==> config.mk <==
export PLATFORM = sky130hd
export DESIGN_NAME = irq_cmd_decoder
export DESIGN_NICKNAME = d
export VERILOG_FILES = /design/src/rtl/irq_cmd_pkg.sv /design/src/rtl/irq_seq_tracker.sv /design/src/rtl/irq_cmd_decode.sv /design/src/rtl/irq_rd_mux.sv /design/src/rtl/irq_cmd_decoder.sv
export SDC_FILE = /design/constraint.sdc
export NUM_CORES = 1
export LEC_CHECK = 0
export ABC_AREA = 1
export BUFFER_PORTS_ARGS = -buffer_cell sky130_fd_sc_hd__buf_2
export CORE_MARGIN = 4
export CORE_UTILIZATION = 46
export DETAILED_ROUTE_END_ITERATION = 16
export PLACE_DENSITY = 0.77
export SYNTH_ARGS = -nofsm -noshare
export SYNTH_HDL_FRONTEND = slang
export SYNTH_SLANG_ARGS = --single-unit
==> constraint.sdc <==
create_clock -name clk -period 1.9 [get_ports clk]
set_clock_uncertainty 0.15 [all_clocks]
set_input_delay 0.19 -clock clk [delete_from_list [all_inputs] [get_ports clk]]
set_output_delay 0.19 -clock clk [all_outputs]
set_load 0.1 [all_outputs]
==> src/rtl/irq_cmd_pkg.sv <==
package irq_cmd_pkg;
  typedef enum logic [1:0] {
    SEQ_IDLE  = 2'd0,
    SEQ_VBASE = 2'd1,
    SEQ_CASC  = 2'd2,
    SEQ_MODE  = 2'd3
  } seq_e;

  typedef struct packed {
    logic start;
    logic eoi_s;
    logic eoi_n;
    logic smm_s;
    logic smm_c;
    logic sel_ld;
    logic sel_val;
    logic err;
  } cmd_dec_t;
endpackage

==> src/rtl/irq_seq_tracker.sv <==
module irq_seq_tracker
  import irq_cmd_pkg::*;
(
  input  logic clk,
  input  logic rst,
  input  logic start,
  input  logic single_in,
  input  logic mode_in,
  input  logic data_wr,
  output logic mask_wr,
  output logic vbase_wr,
  output seq_e seq_q
);
  logic single_q;
  logic mode_q;
  seq_e seq_d;

  always_comb begin
    seq_d = seq_q;
    if (data_wr) begin
      case (seq_q)
        SEQ_VBASE: begin
          if (!single_q)    seq_d = SEQ_CASC;
          else if (mode_q)  seq_d = SEQ_MODE;
          else              seq_d = SEQ_IDLE;
        end
        SEQ_CASC:  seq_d = mode_q ? SEQ_MODE : SEQ_IDLE;
        SEQ_MODE:  seq_d = SEQ_IDLE;
        default:   seq_d = SEQ_IDLE;
      endcase
    end
    if (start) seq_d = SEQ_VBASE;
  end

  always_ff @(posedge clk) begin
    if (rst) begin
      seq_q    <= SEQ_IDLE;
      single_q <= 1'b0;
      mode_q   <= 1'b0;
    end else begin
      seq_q <= seq_d;
      if (start) begin
        single_q <= single_in;
        mode_q   <= mode_in;
      end
    end
  end

  assign mask_wr  = data_wr && (seq_q == SEQ_IDLE);
  assign vbase_wr = data_wr && (seq_q == SEQ_VBASE);
endmodule

==> src/rtl/irq_cmd_decode.sv <==
module irq_cmd_decode
  import irq_cmd_pkg::*;
#(
  parameter int DATA_W = 8
) (
  input  logic              cmd_wr,
  input  logic [DATA_W-1:0] byte_in,
  output cmd_dec_t          dec
);
  logic is_init;
  logic is_ocw3;
  logic is_ocw2;
  logic eoi_req;

  assign is_init = byte_in[4];
  assign is_ocw3 = !byte_in[4] && byte_in[3];
  assign is_ocw2 = !byte_in[4] && !byte_in[3];
  assign eoi_req = is_ocw2 && byte_in[5];

  always_comb begin
    dec = '0;
    if (cmd_wr) begin
      dec.start   = is_init;
      dec.eoi_s   = eoi_req && !byte_in[7] && byte_in[6];
      dec.eoi_n   = eoi_req && !byte_in[7] && !byte_in[6];
      dec.smm_s   = is_ocw3 && byte_in[6] && byte_in[5];
      dec.smm_c   = is_ocw3 && byte_in[6] && !byte_in[5];
      dec.sel_ld  = is_ocw3 && byte_in[1];
      dec.sel_val = byte_in[0];
      dec.err     = (is_init && (byte_in[2] || byte_in[3])) ||
                    (eoi_req && byte_in[7]);
    end
  end
endmodule

==> src/rtl/irq_rd_mux.sv <==
module irq_rd_mux #(
  parameter int DATA_W = 8
) (
  input  logic              clk,
  input  logic              rst,
  input  logic              rd_en,
  input  logic              rd_addr,
  input  logic              sel_isr,
  input  logic [DATA_W-1:0] mask_in,
  input  logic [DATA_W-1:0] irr_in,
  input  logic [DATA_W-1:0] isr_in,
  output logic [DATA_W-1:0] rd_data
);
  always_ff @(posedge clk) begin
    if (rst) begin
      rd_data <= '0;
    end else if (rd_en) begin
      if (rd_addr)      rd_data <= mask_in;
      else if (sel_isr) rd_data <= isr_in;
      else              rd_data <= irr_in;
    end
  end
endmodule

==> src/rtl/irq_cmd_decoder.sv <==
module irq_cmd_decoder
  import irq_cmd_pkg::*;
#(
  parameter int DATA_W = 8,
  localparam int LVL_W = $clog2(DATA_W),
  localparam int VB_LSB = LVL_W
) (
  input  logic              clk,
  input  logic              rst,
  input  logic              wr_en,
  input  logic              wr_addr,
  input  logic [DATA_W-1:0] wr_data,
  input  logic              rd_en,
  input  logic              rd_addr,
  input  logic [DATA_W-1:0] irr_in,
  input  logic [DATA_W-1:0] isr_in,
  output logic [DATA_W-1:0] rd_data,
  output logic [DATA_W-1:0] mask_q,
  output logic              mask_ld,
  output logic [DATA_W-1:0] vbase_q,
  output logic              vbase_ld,
  output logic              eoi_spec,
  output logic              eoi_nonspec,
  output logic [LVL_W-1:0]  eoi_lvl,
  output logic              smm_set,
  output logic              smm_clr,
  output logic              sel_isr,
  output logic              err,
  output logic [1:0]        seq_idx
);
  cmd_dec_t dec;
  seq_e     seq_q;
  logic     mask_wr;
  logic     vbase_wr;
  logic     cmd_wr;
  logic     data_wr;

  assign cmd_wr  = wr_en && !wr_addr;
  assign data_wr = wr_en && wr_addr;

  irq_cmd_decode #(.DATA_W(DATA_W)) u_dec (
    .cmd_wr  (cmd_wr),
    .byte_in (wr_data),
    .dec     (dec)
  );

  irq_seq_tracker u_seq (
    .clk       (clk),
    .rst       (rst),
    .start     (dec.start),
    .single_in (wr_data[1]),
    .mode_in   (wr_data[0]),
    .data_wr   (data_wr),
    .mask_wr   (mask_wr),
    .vbase_wr  (vbase_wr),
    .seq_q     (seq_q)
  );

  irq_rd_mux #(.DATA_W(DATA_W)) u_rd (
    .clk     (clk),
    .rst     (rst),
    .rd_en   (rd_en),
    .rd_addr (rd_addr),
    .sel_isr (sel_isr),
    .mask_in (mask_q),
    .irr_in  (irr_in),
    .isr_in  (isr_in),
    .rd_data (rd_data)
  );

  always_ff @(posedge clk) begin
    if (rst) begin
      mask_q      <= '1;
      vbase_q     <= '0;
      sel_isr     <= 1'b0;
      mask_ld     <= 1'b0;
      vbase_ld    <= 1'b0;
      eoi_spec    <= 1'b0;
      eoi_nonspec <= 1'b0;
      eoi_lvl     <= '0;
      smm_set     <= 1'b0;
      smm_clr     <= 1'b0;
      err         <= 1'b0;
    end else begin
      mask_ld     <= mask_wr;
      vbase_ld    <= vbase_wr;
      eoi_spec    <= dec.eoi_s;
      eoi_nonspec <= dec.eoi_n;
      smm_set     <= dec.smm_s;
      smm_clr     <= dec.smm_c;
      err         <= dec.err;
      if (dec.eoi_s) eoi_lvl <= wr_data[LVL_W-1:0];
      if (mask_wr)   mask_q  <= wr_data;
      if (vbase_wr)  vbase_q <= {wr_data[DATA_W-1:VB_LSB], {VB_LSB{1'b0}}};
      if (dec.sel_ld) sel_isr <= dec.sel_val;
    end
  end

  assign seq_idx = seq_q;
endmodule

### Yosys cells after proc, flatten, opt, wreduce, memory -nomap -nowiden

Index checks and enable logic that the tools add are counted.
Widths: inputs -> output; s select.

* reduce and logical (&&, ||, !) cells: 28
* bitwise gates (word level): 1
* equality and inequality tests: 2
* muxes and demuxes: 8

Operator list (count)
* $mux 8: 3
* $logic_and 1x1->1: 16
* $logic_not 1->1: 6
* $mux 2: 2
* $pmux 2 s2: 1
* $reduce_or 2->1: 2
* $eq 2x1->1 const B: 1
* $eq 2x2->1 const B: 1
* $logic_not 2->1: 1
* $logic_or 1x1->1: 2
* $mux 1: 2
* $reduce_bool 2->1: 1
* $not 1->1: 1

* bits of input ports: 30
* output and inout bits: 37
* register bits: 36
* logic and storage cells: 55

### Longest topological paths before layout

Gate-level depths: netlist of run 1.

* depth in word-level cells: 7
* gate-level depth with buffers: 8
* depth with buffers taken out: 7

### Hierarchy

From an unflattened synthesis of run 1, not the netlist that was laid out.

* cell total of the unflattened synthesis: 256
* area total of the unflattened synthesis: 1732.9 um^2

By module, submodules not included
* irq_cmd_decoder: cells each 120, area each 915.9 um^2, instances 1, seq. area each 480.5 um^2
* irq_rd_mux: cells each 78, area each 467.9 um^2, instances 1, seq. area each 160.2 um^2
* irq_seq_tracker: cells each 38, area each 249.0 um^2, instances 1, seq. area each 80.1 um^2
* irq_cmd_decode: cells each 20, area each 100.1 um^2, instances 1, seq. area each 0.0 um^2

### Worst setup path after synthesis of run 1

No wires, ideal clock.

* path type: register -> register
* from: reg u_seq.seq_q[0]
* to: reg mask_q[6]
* period minus slack after synthesis: 2.079 ns
* cell stages (with the launch flop): 9
* data required time: 1.677 ns
* arrival: 1.856 ns
* path slack: -0.179 ns
* path through: dfxtp_1 inv_1 ha_1 inv_1 nor2_4 inv_2 buf_6 nand2_1 o211ai_2

* cells in the longest elaborated chain, start to end: 2

RTL lines
* from (decl): line irq_seq_tracker.sv:12 `output seq_e seq_q`
* from (signal assigned): line irq_seq_tracker.sv:41 `seq_q <= seq_d;`
* $logic_not 2->1: line irq_seq_tracker.sv:49 `assign mask_wr = data_wr && (seq_q == SEQ_IDLE);`
* $logic_and 1x1->1: line irq_seq_tracker.sv:49
* to (signal assigned): line irq_cmd_decoder.sv:93 `if (mask_wr) mask_q <= wr_data;`
* to (decl): line irq_cmd_decoder.sv:18 `output logic [DATA_W-1:0] mask_q,`

No other way between the ends.
A chain may end at the register's enable or synchronous reset.

==> results.sh, run 1 <==
export IMPL_setup_worst_path_end_class="flop"
export IMPL_drt_iter0_drc=67
export IMPL_fin_crit_sh_pct=80.3
export IMPL_place_gp_congestion=0.795
export IMPL_firstDrtPassIters=4
export IMPL_timing_rr_start="u_seq.seq_q[1]$_SDFFE_PP0P_"
export IMPL_multiInputGateArea_sq_um=714
export IMPL_cts_root_buf="clkbuf_4"
export IMPL_critPathLaunchType="input pin"
export IMPL_post_cts_buffers=0
export IMPL_totalWireLength_mm=3.62
export IMPL_postSynthCellCount=215
export IMPL_vias=1503
export IMPL_routedWlPerCell_um=11.1
export IMPL_io_pins=67
export IMPL_antenna_found_initial=0
export IMPL_cts_hold_buf=3
export IMPL_r2r_end="vbase_q[6]$_SDFFE_PP0P_"
export IMPL_place_hpwl_mm=2.74
export IMPL_fin_util_pct=60.2
export IMPL_grt_usage_pct=16.1
export IMPL_yosys_area_share_simple_pct=22.3
export IMPL_die_h_um=67.3
export IMPL_hold_path_class="in2reg"
export IMPL_status="finished, final reports clean"
export IMPL_vias_per_cell=4.60
export IMPL_pwr_density_cell_nw_per_um2=831
export IMPL_ir_drop_mv=0.510
export IMPL_ctsResizeCount=0
export IMPL_clk_latency_ns=0.32
export IMPL_fin_tns_setup_ns=0
export IMPL_synth_top_family_by_area="simple AND/OR/NAND/NOR gates"
export IMPL_yosys_area_top_type_share_pct=44.5
export IMPL_synth_xor_area_share_pct=0
export IMPL_reg2reg_depth=5
export IMPL_ys_warn_count=0
export IMPL_syn_area_sq_um=1620
export IMPL_hold_violations=0
export IMPL_finalSetupViolCount=0
export IMPL_grt_pass1_vias=1219
export IMPL_grt_pass1_wl_mm=5.50
export IMPL_cts_tree="done"
export IMPL_synthAdderAreaFrac_pct=2.32
export IMPL_hold_depth=3
export IMPL_hp_start="wr_data[7]"
export IMPL_cp_max_fo=24
export IMPL_ys_types=19
export IMPL_ys_seq_elements=36
export IMPL_yosys_top_cells_area="dfxtp_1 45%, nand2_1 13%, inv_1 6.5%, o21ai_0 6.5%, o211ai_2 5.4%"
export IMPL_initial_core_util_pct=48.1
export IMPL_port_buffers=63
export IMPL_syn_area_per_cell_sq_um=7.53
export IMPL_drcViolationCount=0
export IMPL_ant_nets=0
export IMPL_post_dp_cell_area_sq_um=1930
export IMPL_maxSlewViolCount=0
export IMPL_fin_nets=313
export IMPL_r2r_slack_ns=0.47
export IMPL_std_cell_rows=21
export IMPL_setup_slack_ns=0.375
export IMPL_cap_violations=0
export IMPL_gr_total_overflow=0
export IMPL_drive_gt1_share_pct=31.3
export IMPL_yosysTopAreaCell="dfxtp_1"
export IMPL_clock_path_buffers=2
export IMPL_critPathKind="in2reg"
export IMPL_dieArea_sq_um=4530
export IMPL_cts_max_level=2
export IMPL_max_freq_ghz=0.656
export IMPL_antenna_cells=0
export IMPL_whs_endpoint="err$_SDFF_PP0_"
export IMPL_cts_sinks=36
export IMPL_die_x_um=67.3
export IMPL_seq_area_sq_um=723
export IMPL_core_area_sq_um=3360
export IMPL_synthMuxAreaShare_pct=0
export IMPL_final_cell_mix="63 x buf_2, 56 x nand2_1, 34 x dfxtp_1"
export IMPL_crit_required_ns=2.00
export IMPL_period_minus_slack_ns=1.53
export IMPL_nFillCells=332
export IMPL_ys_seq_area_share_pct=44.5
export IMPL_whs_ns=0.0161
export IMPL_mostFrequentLayoutCell="buf_2"
export IMPL_power_leakage_uw=0.00103
export IMPL_clkSlewWorstSetupHoldPaths_ns=0.11
export IMPL_syn_to_final_growth_pct=25.1
export IMPL_synth_compound_area_share_pct=18.8
export IMPL_place_ws_ns=0.482
export IMPL_numCtsBuffers=5
export IMPL_rsz0062_at_grt="false"
export IMPL_grt_max_degree=25
export IMPL_final_cell_area_sq_um=2030
export IMPL_arrival_ns=1.62
## through the flow
stage,std cells,total power [uW]
after detailed placement,316,1270
after CTS,327,1690
after floorplan,217,1190
final,327,1680
after global routing,327,1750
after global placement,316,1270
## state kept, by name (all words and copies together) (netlist names)
name            cells
smm_clr             1
u_rd.rd_data        8
mask_ld             1
eoi_spec            1
vbase_q             5
eoi_lvl             3
err                 1
mask_q              8
u_seq.seq_q         2
u_seq.mode_q        1
sel_isr             1
u_seq.single_q      1
smm_set             1
vbase_ld            1
eoi_nonspec         1
## Yosys cell counts
library cell	instances
nand3_1	7
buf_6	2
nand2_2	2
buf_4	4
buf_2	6
a31oi_1	9
nor2_1	16
inv_1	28
o21ai_1	2
a21oi_1	9
inv_2	1
dfxtp_1	36
nand2_1	56
ha_1	3
o211ai_2	7
conb_1	1
nor2_4	3
nor3_1	2
o21ai_0	21
## final cells by class
type,instances,share of cell area [%]
tap,46,2.84
timing repair buffer,68,17.8
clock inverter,2,0.494
multi-input combinational,140,35.3
sequential,36,35.7
clock buffer,6,2.53
inverter,29,5.37
## metal layers
| metal | part of all wire (%) | global-route usage (%) | vias up |
|---|---|---|---|
| met5 | 0 | 0 | - |
| met3 | 3.6 | 3.83 | 2 |
| li1 | - | - | 808 |
| met1 | 45 | 20.9 | 663 |
| met4 | 0.97 | 6.84 | 0 |
| met2 | 50 | 25.4 | 30 |
## where the power goes
group | switching, uW | total (uW) | internal [uW]
logic | 365 | 453 | 87.6
registers | 19.8 | 808 | 788
clock network | 246 | 422 | 176
total | 631 | 1680 | 1050
## worst max-delay path, stage by stage
cell and delay [ns]:
dlygate4sd3_1 0.53, buf_2 0.15, inv_1 0.13, buf_4 0.30
nand2_1 0.13, nor3_1 0.18
## worst max path at each step
stage | to | startpoint | slack [ns] | depth (start not counted)
2_1_floorplan | u_rd.rd_data[5]$_SDFFE_PP0P_ | sel_isr$_SDFFE_PP0P_ | 0.05 | 6
3_3_place_gp | vbase_q[6]$_SDFFE_PP0P_ | u_seq.seq_q[1]$_SDFFE_PP0P_ | 0.52 | 5
3_5_place_dp | vbase_q[6]$_SDFFE_PP0P_ | u_seq.seq_q[1]$_SDFFE_PP0P_ | 0.48 | 5
4_1_cts | mask_q[2] | mask_q[2]$_SDFFE_PP1P_ | 0.39 | 1
5_1_grt | eoi_spec$_SDFF_PP0_ | rst | 0.28 | 6
6_report | eoi_spec$_SDFF_PP0_ | rst | 0.37 | 6
## cells by family after synthesis
| family | after synthesis |
|---|---|
| simple gates | 86 |
| compound gates | 48 |
| buf+inv | 41 |
| flops | 36 |
| fa+ha+maj | 3 |
| other cells | 1 |
Note: power is estimated with default switching activity, not from simulation.
==> run 2, diff against run 1 <==
==> constraint.sdc (replaced) <==
create_clock -name clk -period 1.43 [get_ports clk]
set_clock_uncertainty 0.15 [all_clocks]
set_input_delay 0.143 -clock clk [delete_from_list [all_inputs] [get_ports clk]]
set_output_delay 0.143 -clock clk [all_outputs]
set_load 0.1 [all_outputs]
==> run 2 against run 1 <==
  * The flow now finishes with violations (negative hold slack)
  * Register-to-register slack lost 0.40 ns
  * Clock power grew 36%
  * Via count grew 12%
  * Die area is the same
  * Global-route usage grew 3.5 points
  * Worst setup slack lost 0.35 ns
  * First-iteration DRC count grew 43%
  * Critical endpoint is now rd_data[2]
  * Highest routed layer unchanged
==> results.sh, run 2 (synthesis gave the netlist of run 1 again) <==
export IMPL_pwr_share_comb_pct=29.3
export IMPL_violations="negative hold slack"
export IMPL_fin_crit_sh_pct=98.6
export IMPL_finalSetupViolCount=0
export IMPL_maxSlewViolCount=0
export IMPL_antenna_found_initial=0
export IMPL_cp_max_fo=2
export IMPL_dieArea_sq_um=4530
export IMPL_vias_per_cell=4.82
export IMPL_syn_to_final_growth_pct=48.2
export IMPL_cpMaxStageDelayCell="buf_2"
export IMPL_status="finished with violations"
export IMPL_cap_violations=0
export IMPL_crit_required_ns=1.14
export IMPL_totalWireLength_mm=4.42
export IMPL_p_int_uw=1460
export IMPL_path_cells="buf_2"
export IMPL_clock_path_buffers=2
export IMPL_place_gp_congestion=0.755
export IMPL_pwr_density_cell_nw_per_um2=976
export IMPL_cts_sinks=36
export IMPL_cts_root_buf="clkbuf_4"
export IMPL_grt_pass1_vias=1569
export IMPL_reg_top3="mask_q (8), u_rd.rd_data (8), vbase_q (5)"
export IMPL_grt_pass1_wl_mm=6.71
export IMPL_pwr_share_clk_pct=24.5
export IMPL_reg2reg_depth=7
export IMPL_antenna_cells=0
export IMPL_die_x_um=67.3
export IMPL_place_hpwl_mm=2.80
export IMPL_initial_core_util_pct=48.1
export IMPL_fin_util_pct=71.4
export IMPL_sequentialPowerShare_pct=46.2
export IMPL_numCtsBuffers=5
export IMPL_routedWlPerCell_um=12.7
export IMPL_crit_buf_inv=1
export IMPL_arrival_ns=1.12
export IMPL_power_total_uw=2340
export IMPL_critPathKind="reg2out"
export IMPL_critPathLaunchType="flop"
export IMPL_drive_gt1_share_pct=38.6
export IMPL_critPathTopFamily="buffers and inverters"
export IMPL_ir_drop_mv=0.593
export IMPL_final_cell_area_sq_um=2400
export IMPL_fin_nets=335
export IMPL_die_h_um=67.3
export IMPL_clkSlewWorstSetupHoldPaths_ns=0.11
export IMPL_hold_violations=2
export IMPL_period_minus_slack_ns=1.41
export IMPL_switching_share_pct=37.6
export IMPL_core_area_sq_um=3360
export IMPL_max_freq_ghz=0.709
export IMPL_port_buffers=63
export IMPL_whs_ns=-0.0167
export IMPL_drcViolationCount=0
export IMPL_max_stage_delay_ns=0.42
export IMPL_grt_usage_pct=19.6
export IMPL_drt_iter0_drc=96
export IMPL_firstDrtPassIters=4
export IMPL_final_cell_mix="55 x nand2_1, 42 x buf_2, 24 x inv_1"
export IMPL_post_dp_cell_area_sq_um=2010
export IMPL_clk_latency_ns=0.36
export IMPL_gr_total_overflow=0
export IMPL_cts_max_level=2
export IMPL_std_cell_rows=21
export IMPL_hold_path_class="in2reg"
export IMPL_grt_max_degree=24
export IMPL_switching_power_uw=881
export IMPL_hold_depth=3
export IMPL_cts_tree="done"
export IMPL_mostFrequentLayoutCell="nand2_1"
export IMPL_cp_depth=1
export IMPL_power_leakage_uw=0.00113
export IMPL_io_pins=67
export IMPL_ant_nets=0
export IMPL_vias=1681
export IMPL_setup_worst_path_end_class="output port"
-- run 2: per-stage QoR --
step | TNS, ns | setup slack [ns] | hold WS [ns] | instances
final | 0 | 0.0198 | -0.0167 | 349
after global routing | -0.0495 | -0.0223 | 0.00905 | 349
after CTS | 0 | 0.000333 | 0.00340 | 347
after detailed placement | 0 | 0.0690 | 0.229 | 316
after global placement | 0 | 0.0889 | 0.228 | 316
after floorplan | -0.123 | -0.0292 | 0.0527 | 217
-- run 2: final timing paths --
kind | start | end | slack [ns]
setup / recovery | u_rd.rd_data[2]$_SDFFE_PP0P_ | rd_data[2] | 0.02
hold reg to reg | vbase_q[6]$_SDFFE_PP0P_ | vbase_q[6]$_SDFFE_PP0P_ | 0.30
setup reg to reg | u_seq.seq_q[1]$_SDFFE_PP0P_ | mask_q[4]$_SDFFE_PP1P_ | 0.07
hold / removal | wr_en | vbase_ld$_SDFF_PP0_ | -0.02
-- run 2: repair_timing --
action | 4_1_cts | 5_1_grt
endpoints found under the hold margin | 30 | 1
buffers inserted | 0 | 2
gates resized for setup | 8 | 20
pin swaps | 0 | 2
endpoints found under the setup margin | 8 | 25
hold buffers | 23 | 1
-- run 2: area by class of cell --
class                   instances  area [sq um]
clock buffers                   6          51.3
clock inverters                 2          10.0
fillers                       275           963
inverters                      29           118
multi-input cells             140           758
flip-flops and latches         36           752
well taps                      46          57.6
repair buffers                 90           653
-- run 2: metal layers --
layer	vias to the layer above	wire length (um)	track usage, %
li1	859	-	-
met5	-	0	0
met3	12	299	4.83
met2	61	2240	31.0
met1	749	1750	23.4
met4	0	123	13.2
-- run 2: power by group through the flow --
stage / clock [uW] / combinational, uW / sequential (uW)
finish: 574 / 687 / 1080
global route: 619 / 726 / 1090
CTS: 583 / 662 / 1080
detailed placement: 0 / 605 / 1100
global placement: 0 / 600 / 1100
floorplan: 0 / 190 / 1400
==> run 3, diff against run 2 <==
--- a/config.mk
+++ b/config.mk
@@ -6,11 +6,12 @@
 export NUM_CORES = 1
 export LEC_CHECK = 0
 export ABC_AREA = 1
-export BUFFER_PORTS_ARGS = -buffer_cell sky130_fd_sc_hd__buf_2
+export BUFFER_PORTS_ARGS = -buffer_cell sky130_fd_sc_hd__buf_4
 export CORE_MARGIN = 4
 export CORE_UTILIZATION = 46
 export DETAILED_ROUTE_END_ITERATION = 16
 export PLACE_DENSITY = 0.77
+export SKIP_CTS_REPAIR_TIMING = 1
 export SYNTH_ARGS = -nofsm -noshare
 export SYNTH_HDL_FRONTEND = slang
 export SYNTH_SLANG_ARGS = --single-unit
==> run 3 against run 2 <==
  * The flow still finishes with violations (negative hold slack)
  * Highest routed layer unchanged
  * Via count fell by 2.1%
  * Sequential power barely moved
  * Sequential cell count did not move
  * Core utilization rose by 0.26 points
==> results.sh, run 3 (synthesis gave the netlist of run 1 again) <==
export IMPL_status="finished with violations"
export IMPL_violations="negative hold slack"
export IMPL_cp_max_fo=16
export IMPL_initial_core_util_pct=48.1
export IMPL_antenna_cells=0
export IMPL_grt_pass1_wl_mm=5.98
export IMPL_drcViolationCount=0
export IMPL_place_hpwl_mm=2.91
export IMPL_grt_max_degree=24
export IMPL_gr_total_overflow=0
export IMPL_final_cell_mix="63 x buf_4, 55 x nand2_1, 25 x inv_1"
export IMPL_post_dp_cell_area_sq_um=2150
export IMPL_vias=1646
export IMPL_mostFrequentLayoutCell="buf_4"
export IMPL_clk_latency_ns=0.35
export IMPL_drt_iter0_drc=82
export IMPL_std_cell_rows=21
export IMPL_die_x_um=67.3
export IMPL_fin_nets=327
export IMPL_critPathLaunch="u_seq.seq_q[1]$_SDFFE_PP0P_"
export IMPL_vias_per_cell=4.83
export IMPL_crit_required_ns=1.54
export IMPL_cts_tree="done"
export IMPL_clock_path_buffers=2
export IMPL_critPathKind="reg2reg"
export IMPL_cts_root_buf="clkbuf_4"
export IMPL_whs_ns=-0.0211
export IMPL_fin_crit_sh_pct=95.8
export IMPL_grt_usage_pct=17.4
export IMPL_power_total_uw=2400
export IMPL_arrival_ns=1.48
export IMPL_cts_sinks=36
export IMPL_final_cell_area_sq_um=2410
export IMPL_reg_top3="mask_q (8), u_rd.rd_data (8), vbase_q (5)"
export IMPL_ant_nets=0
export IMPL_period_minus_slack_ns=1.37
export IMPL_core_area_sq_um=3360
export IMPL_ir_drop_mv=0.739
export IMPL_dieArea_sq_um=4530
export IMPL_antenna_found_initial=0
export IMPL_syn_to_final_growth_pct=48.8
export IMPL_hold_path_class="in2reg"
export IMPL_cap_violations=0
export IMPL_critPathLaunchType="flop"
export IMPL_maxSlewViolCount=0
export IMPL_rsz0062_at_grt="false"
export IMPL_grt_pass1_vias=1314
export IMPL_drive_gt1_share_pct=37.3
export IMPL_routedWlPerCell_um=12.0
export IMPL_hold_violations=7
export IMPL_hp_start="wr_data[3]"
export IMPL_pwr_density_cell_nw_per_um2=996
export IMPL_numCtsBuffers=5
export IMPL_timing_rr_start="u_seq.seq_q[1]$_SDFFE_PP0P_"
export IMPL_totalWireLength_mm=4.10
export IMPL_firstDrtPassIters=4
export IMPL_port_buffers=63
export IMPL_max_freq_ghz=0.730
export IMPL_die_h_um=67.3
export IMPL_io_pins=67
export IMPL_clkSlewWorstSetupHoldPaths_ns=0.11
export IMPL_power_leakage_uw=0.00113
export IMPL_setup_worst_path_end_class="flop"
export IMPL_place_gp_congestion=0.750
export IMPL_cts_max_level=2
export IMPL_finalSetupViolCount=0
[run 3: cell count changes in the layout (fill, tap and decap cells not counted), moves of 2 or more]
| cell | change |
|---|---|
| buf_4 | +52 |
| buf_2 | -42 |
| clkbuf_4 | -12 |
| dlygate4sd3_1 | -6 |
| clkinv_2 | -2 |
[run 3: stage by stage]
step | setup TNS [ns] | hold slack, ns | setup WS (ns) | utilization [%] | instances
CTS | -0.0114 | -0.172 | -0.00725 | 66.1 | 324
global placement | 0 | 0.201 | 0.0937 | 64.0 | 316
global route | 0 | -0.000124 | 0.00332 | 71.6 | 341
detailed placement | 0 | 0.200 | 0.0324 | 64.0 | 316
finish | 0 | -0.0211 | 0.0599 | 71.6 | 341
floorplan | -0.123 | 0.0527 | -0.0292 | - | 217
[run 3: critical path, stage by stage, from the launching register on]
cell	delay, ns
dfxtp_4	0.39
inv_4	0.04
ha_4	0.14
inv_2	0.06
nor2_4	0.04
inv_2	0.25
nand2_1	0.12
o211ai_2	0.08
[run 3: final cells by class]
class | count | area (sq um)
Fill cell | 288 | 955
Inverter | 29 | 114
Multi-Input combinational cell | 140 | 742
Timing Repair Buffer | 82 | 674
Tap cell | 46 | 57.6
Clock buffer | 8 | 68.8
Sequential cell | 36 | 752
[run 3: worst paths after layout]
check	to	slack [ns]	cells after the start
max	mask_q[1]$_SDFFE_PP1P_	0.06	7
min	err$_SDFF_PP0_	-0.02	4
max reg2reg	mask_q[1]$_SDFFE_PP1P_	0.06	7
min reg2reg	vbase_q[6]$_SDFFE_PP0P_	0.30	2
[run 3: power breakdown]
part           internal [uW]  switching, uW
Combinational            196            496
Clock                    289            336
Sequential              1050           31.3
Total                   1530            864
[run 3: routing by layer]
layer / track usage (%) / vias up / share of wire, % / wire [um]
met5: 0 / - / 0 / 0
met4: 7.09 / 0 / 1.8 / 74
met3: 5.49 / 9 / 7.2 / 294
met2: 28.1 / 60 / 50 / 2060
met1: 21.4 / 740 / 41 / 1680
li1: - / 837 / - / -
